<file path="config.mk">
export PLATFORM = sky130hd
export DESIGN_NAME = byp_fwd_unit
export DESIGN_NICKNAME = d
export VERILOG_FILES = /design/src/rtl/byp_pkg.sv /design/src/rtl/byp_stage_regs.sv /design/src/rtl/byp_match.sv /design/src/rtl/byp_opnd_sel.sv /design/src/rtl/byp_fwd_unit.sv
export SDC_FILE = /design/constraint.sdc
export NUM_CORES = 1
export LEC_CHECK = 0
export BUFFER_PORTS_ARGS = -buffer_cell sky130_fd_sc_hd__buf_4
export CAP_MARGIN = 20
export CORE_MARGIN = 10
export CORE_UTILIZATION = 30
export DETAILED_ROUTE_END_ITERATION = 6
export GPL_TIMING_DRIVEN = 0
export PLACE_DENSITY = 0.57
export SLEW_MARGIN = 15
export SYNTH_ARGS = -nofsm -noshare
export SYNTH_HDL_FRONTEND = slang
export SYNTH_SLANG_ARGS = --single-unit
</file>
<file path="constraint.sdc">
create_clock -name clk -period 1.7 [get_ports clk]
set_input_delay 0.085 -clock clk [delete_from_list [all_inputs] [get_ports clk]]
set_output_delay 0.085 -clock clk [all_outputs]
set_load 0.03 [all_outputs]
</file>
<file path="src/rtl/byp_pkg.sv">
package byp_pkg;
  typedef enum logic [1:0] {
    SRC_RF  = 2'b00,
    SRC_WB  = 2'b01,
    SRC_MEM = 2'b10
  } byp_src_e;
endpackage

</file>
<file path="src/rtl/byp_stage_regs.sv">
module byp_stage_regs #(
  parameter int W = 8
) (
  input  logic         clk,
  input  logic         rst,
  input  logic [W-1:0] d,
  output logic [W-1:0] q
);
  always_ff @(posedge clk) begin
    if (rst) q <= '0;
    else     q <= d;
  end

  assert_reset_clears_R1: assert property (@(posedge clk) rst |=> (q == '0))
    else $error("reset did not clear captured inputs");
endmodule

</file>
<file path="src/rtl/byp_match.sv">
module byp_match #(
  parameter int REG_W = 5
) (
  input  logic             we,
  input  logic [REG_W-1:0] dst,
  input  logic [REG_W-1:0] src,
  output logic             hit
);
  localparam logic [REG_W-1:0] ZERO_REG = '0;

  always_comb begin
    hit = we && (dst != ZERO_REG) && (dst == src);
  end
endmodule

</file>
<file path="src/rtl/byp_opnd_sel.sv">
module byp_opnd_sel
  import byp_pkg::*;
(
  input  logic       mem_hit,
  input  logic       wb_hit,
  output logic [1:0] sel
);
  byp_src_e choice;

  always_comb begin
    if (mem_hit)     choice = SRC_MEM;
    else if (wb_hit) choice = SRC_WB;
    else             choice = SRC_RF;
    sel = choice;
  end

  // encoding 2'b11 is never produced
  always_comb begin
    assert_no_illegal_sel_R8: assert (sel != 2'b11)
      else $error("illegal select value");
  end
endmodule

</file>
<file path="src/rtl/byp_fwd_unit.sv">
module byp_fwd_unit #(
  parameter int REG_W = 5
) (
  input  logic             clk,
  input  logic             rst,
  input  logic [REG_W-1:0] ex_src0_i,
  input  logic [REG_W-1:0] ex_src1_i,
  input  logic [REG_W-1:0] mem_dst_i,
  input  logic             mem_we_i,
  input  logic [REG_W-1:0] wb_dst_i,
  input  logic             wb_we_i,
  output logic [1:0]       op0_sel_o,
  output logic [1:0]       op1_sel_o
);
  localparam int NSRC     = 2;
  localparam int BUNDLE_W = NSRC*REG_W + 2*(REG_W + 1);

  logic [BUNDLE_W-1:0] bundle_d, bundle_q;
  logic [REG_W-1:0]    src_q [NSRC];
  logic [REG_W-1:0]    mem_dst_q, wb_dst_q;
  logic                mem_we_q, wb_we_q;
  logic [1:0]          sel [NSRC];

  assign bundle_d = {ex_src1_i, ex_src0_i, mem_we_i, mem_dst_i, wb_we_i, wb_dst_i};

  byp_stage_regs #(.W(BUNDLE_W)) u_stage (
    .clk (clk),
    .rst (rst),
    .d   (bundle_d),
    .q   (bundle_q)
  );

  assign {src_q[1], src_q[0], mem_we_q, mem_dst_q, wb_we_q, wb_dst_q} = bundle_q;

  for (genvar i = 0; i < NSRC; i++) begin : g_opnd
    logic mem_hit, wb_hit;

    byp_match #(.REG_W(REG_W)) u_mem_cmp (
      .we  (mem_we_q),
      .dst (mem_dst_q),
      .src (src_q[i]),
      .hit (mem_hit)
    );

    byp_match #(.REG_W(REG_W)) u_wb_cmp (
      .we  (wb_we_q),
      .dst (wb_dst_q),
      .src (src_q[i]),
      .hit (wb_hit)
    );

    byp_opnd_sel u_sel (
      .mem_hit (mem_hit),
      .wb_hit  (wb_hit),
      .sel     (sel[i])
    );
  end

  assign op0_sel_o = sel[0];
  assign op1_sel_o = sel[1];

  // Port-level checks across the capture register
  assert_mem_fwd_op0_R2: assert property (@(posedge clk) disable iff (rst)
    (mem_we_i && mem_dst_i != '0 && mem_dst_i == ex_src0_i) |=> (op0_sel_o == 2'b10))
    else $error("operand 0 not taken from execute/memory");

  assert_mem_fwd_op1_R3: assert property (@(posedge clk) disable iff (rst)
    (mem_we_i && mem_dst_i != '0 && mem_dst_i == ex_src1_i) |=> (op1_sel_o == 2'b10))
    else $error("operand 1 not taken from execute/memory");

  assert_wb_fwd_op0_R4: assert property (@(posedge clk) disable iff (rst)
    (!(mem_we_i && mem_dst_i != '0 && mem_dst_i == ex_src0_i) &&
     wb_we_i && wb_dst_i != '0 && wb_dst_i == ex_src0_i) |=> (op0_sel_o == 2'b01))
    else $error("operand 0 not taken from memory/writeback");

  assert_no_we_no_fwd_R5: assert property (@(posedge clk) disable iff (rst)
    (!mem_we_i && !wb_we_i) |=> (op0_sel_o == 2'b00 && op1_sel_o == 2'b00))
    else $error("forwarding without a register write");

  assert_zero_dst_R6: assert property (@(posedge clk) disable iff (rst)
    (mem_dst_i == '0 && wb_dst_i == '0) |=> (op0_sel_o == 2'b00 && op1_sel_o == 2'b00))
    else $error("forwarding from register 0");
endmodule

</file>
---- Word level (Yosys, flattened, before mapping) ----
Index checks and enable logic that the tools add are counted.
cells by class
  multiplexer cells ....................... 4
  reduce and logical (&&, ||, !) cells .... 8
  equal/unequal tests ..................... 4
operators with widths
  cell                 count
  $eq A5 B5 Y1         4
  $reduce_bool A5 Y1   2
  $logic_and A1 B1 Y1  6
  $mux W2              2
  $mux W1              2
word-level totals
  output and inout bits ................... 4
  bits of input ports ..................... 24
  register bits ........................... 22
  word-level logic and storage cells ...... 17

---- Longest topological paths before layout ----
  word-level depth ........................ 5
  mapped depth ............................ 4
  depth with buffers taken out ............ 4

---- Cells and area by module ----
Synthesis repeated with hierarchy kept, for this count alone.
second synthesis, totals
  cell total of the unflattened synthesis .. 90
  area, all modules ....................... 988.4 µm²
modules (own cells, without submodules)
  module          instances  seq. area each (µm²)  area an instance (µm²)  cells each
  byp_stage_regs  1          440.4                 640.6                   46
  byp_match       4          0.0                   76.3                    10
  byp_opnd_sel    2          0.0                   21.3                    2

---- Worst setup path before layout ----
No wires, ideal clock.
  path kind ............................... register to output
  from .................................... register u_stage.q[9]
  to ...................................... output op0_sel_o[0]
  required time ........................... 1615 ps
  arrival ................................. 1730 ps
  slack ................................... -115 ps
  buffers on the path ..................... 0
  cell stages (with the launch flop) ...... 5
  path through ............................ dfxtp_1 or4_1 o21ai_2 nor4_1 nor4_2
on the way
  longest elaborated chain between the ends .. 4
  elaborated cells on any way between the ends .. 5
  classes of those cells .................. 1 x eq/ne; 1 x mux; 3 x reduce/logical
ends and longest elaborated chain
  element                   line                  source
  start: declaration        byp_stage_regs.sv:7   output logic [W-1:0] q
  start signal: assignment  byp_stage_regs.sv:10  if (rst) q <= '0;
  start signal: assignment  byp_stage_regs.sv:11  else q <= d;
  $reduce_bool A5 Y1        byp_match.sv:12       hit = we && (dst != ZERO_REG) && (dst == src);
  $logic_and A1 B1 Y1       byp_match.sv:12
  $logic_and A1 B1 Y1 *     byp_match.sv:12
  via g_opnd[0].mem_hit     byp_fwd_unit.sv:36    logic mem_hit, wb_hit;
  $mux W2 *                 byp_opnd_sel.sv:11    if (mem_hit) choice = SRC_MEM;
  end: declaration          byp_fwd_unit.sv:12    output logic [1:0] op0_sel_o,
Mark *: on every way through the listed nets, which the timed path passes. The rest lies on a longest branch.

---- Worst setup path after layout ----
  from .................................... register u_stage.q[9]
  to ...................................... output op1_sel_o[0]
on the way
  longest elaborated chain between the ends .. 4
  elaborated cells on any way between the ends .. 5
  classes of those cells .................. 1 x eq/ne; 1 x mux; 3 x reduce/logical
ends and longest elaborated chain
  element                line                source
  $reduce_bool A5 Y1     byp_match.sv:12
  $logic_and A1 B1 Y1    byp_match.sv:12
  $logic_and A1 B1 Y1 *  byp_match.sv:12
  via g_opnd[1].mem_hit  byp_fwd_unit.sv:36
  $mux W2 *              byp_opnd_sel.sv:11
  end: declaration       byp_fwd_unit.sv:13  output logic [1:0] op1_sel_o
Marked as above.

==> impl_metrics.tcl <==
set metrics [dict create \
    status "complete, but fails checks" \
    violations "negative setup slack" \
    holdPathStages 2 \
    cts-buffers-inserted 3 \
    ctsLongestPathBuffers 2 \
    fmax_ghz 0.5397 \
    syn-instance-count 82 \
    start_util 0.3158 \
    dieArea_um2 5458 \
    dr.pass1.iters 2 \
    cp_data_required_time_ps 1620 \
    arrival_ps 1770 \
    cts_tree "yes" \
    cts_sinks 22 \
    vdd_drop_max_mv 0.5099 \
    rsz0062_at_grt "true" \
    setup_viol 4 \
    track_usage 0.07053 \
    synthArstFlopShare 0 \
    wl_per_cell_um 11.47 \
    synth_top_area_frac 0.5057 \
    grt_antenna_before_repair 0 \
    min_period_ps 1853 \
    hold_viol_final 0 \
    slew_headroom 0.7391 \
    vias 675 \
    detail-route-antenna-nets 0 \
    period_share 1.090 \
    final_util 0.5127 \
    top_regs "u_stage.q: 22 flops" \
    cts_root_buffer "clkbuf_4" \
    vias_per_cell 4.193 \
    dpl.hpwl_um 1511 \
    grt_max_degree 12 \
    rows 19 \
    n_antenna_cell 0 \
    drive_gt1_frac 0.3538 \
    synth_top_flop_cell "dfxtp_1" \
    syn-cell-area_um2 870.8 \
    worstMarginPinSlew_ps 391.3 \
    postLayoutCellArea_um2 1414 \
    drc 0 \
    first_global_vias 747 \
    top_register "u_stage.q" \
    tns_ps -444.9 \
    largest_register_ffs 22 \
    yosys_warnings 0 \
    dpl_cell_area_um2 1130 \
    num-nets-final 156 \
    worst_slack_ps -152.7 \
    ys_top_cells_by_area "dfxtp_1, xnor2_1, nor2b_1" \
    crit_fanout 2 \
    overflow 0 \
    grt_pass1_wl_um 3042 \
    critPathLaunchType "flop" \
    dp.cells 140 \
    synth_area_per_cell_um2 10.62 \
    core_area_um2 2758 \
    area_growth_pct 62.36 \
    drt_iter0_markers 7 \
    worstSetupPathType "flop to output pin" \
    synth-edff-count 0 \
    die_w_um 73.88 \
    place_congestion 0.7837 \
    hp-class "input pin to flop" \
    min_to "u_stage.q[11]" \
    portBuffers 27 \
    slew_viol_final 0 \
    ys_seq_elements 22 \
    yosysTopAreaCell "dfxtp_1" \
    synth.distinct_cells 14 \
    synthesis.nets 106 \
    hold_start "mem_we_i" \
    htree_levels 1 \
    yosysSeqAreaShare 0.5057 \
    clk_pin_slew_ps 100 \
    ys_top_cells_by_count "dfxtp_1, nor2b_1, xnor2_1, xor2_1" \
    dp_slack_ps 11.84 \
    die_height_um 73.88 \
    drt_wl_total_um 1846 \
    maxCapViolations 0 \
    final_cell_count_no_fill 161 \
    p_leak_nw 0.5619 \
    p_per_area_nw_per_um2 695.4 \
    ios 28 \
    worstSetupEndpointType "output pin" \
]
## cells in the final DEF, fill, tap and decap left out
master,Yosys,routed
clkbuf_4,0,3
or4_1,2,1
buf_4,2,27
nand4_1,2,2
clkbuf_1,2,2
xnor2_1,16,13
o21ai_4,0,1
nand2_1,2,2
nor2b_1,22,22
xor2_1,4,4
dfxtp_2,0,2
nand3_2,0,1
buf_6,0,4
dfxtp_1,22,20
nand3_1,2,1
or4_4,0,1
nor2_1,1,1
nor4_4,0,4
xnor2_2,0,3
dlygate4sd3_1,0,16
## power breakdown
group | switching [W] | leakage [nW] | total (W) | internal (W)
Sequential | 0.0000281 | 0.184 | 0.000572 | 0.000544
Clock | 0.000133 | 0.0138 | 0.000216 | 0.0000825
Combinational | 0.0000705 | 0.364 | 0.000195 | 0.000125
Total | 0.000232 | 0.562 | 0.000983 | 0.000751
## routing by layer
metal	wire length (µm)	GRT usage	vias up
li1	-	-	359
met1	744	0.07049	297
met2	972	0.1250	15
met3	102	0.02826	4
met4	27	0.03106	0
met5	0	0	-
## critical path, cell delays in order, from the launching register on
cell     delay (ps)
dfxtp_2         340
or4_4           540
o21ai_4         200
nor4_4           60
nor4_4          170
buf_6           170
## cell families (layout without fill, tap and decap cells)
group / Yosys count / after routing / share of synthesized area
buf+inv: 4 / 52 / 0.02586
compound gates: 1 / 1 / 0.01006
xor+xnor: 20 / 20 / 0.2011
flops: 22 / 22 / 0.5057
simple gates: 35 / 35 / 0.2572
## cell type report
class,instances,area (µm²)
Tap cell,31,38.79
Multi-Input combinational cell,56,494.2
Sequential cell,22,442.9
Buffer,4,22.52
Clock buffer,3,22.52
Timing Repair Buffer,45,392.9
Fill cell,257,1344
## per-stage QoR
step	hold slack [ps]	total power, W
after floorplan	156.6	0.0006626
after global placement	275.1	0.0007191
after CTS	1.594	0.0009834
after global routing	2.591	0.001035
final	2.761	0.0009832
after detailed placement	276.2	0.0007220
## how the worst max path moves through the flow
stage | depth (start not counted) | start | slack, ps | to
6_report | 5 | u_stage.q[9] | -150 | op1_sel_o[0]
5_1_grt | 5 | u_stage.q[9] | -230 | op1_sel_o[0]
2_1_floorplan | 4 | u_stage.q[9] | 50 | op0_sel_o[0]
4_1_cts | 5 | u_stage.q[9] | -210 | op1_sel_o[0]
3_3_place_gp | 5 | u_stage.q[9] | 20 | op1_sel_o[0]
3_5_place_dp | 5 | u_stage.q[9] | 10 | op0_sel_o[0]
## repair_timing
item	4_1_cts	5_1_grt
hold endpoints to repair	16	1
gates resized for setup	12	4
hold buffers	15	1
pin swaps	4	4
endpoints found under the setup margin	4	4
setup buffers	2	0
No activity file was read; power rests on OpenSTA's default activity.
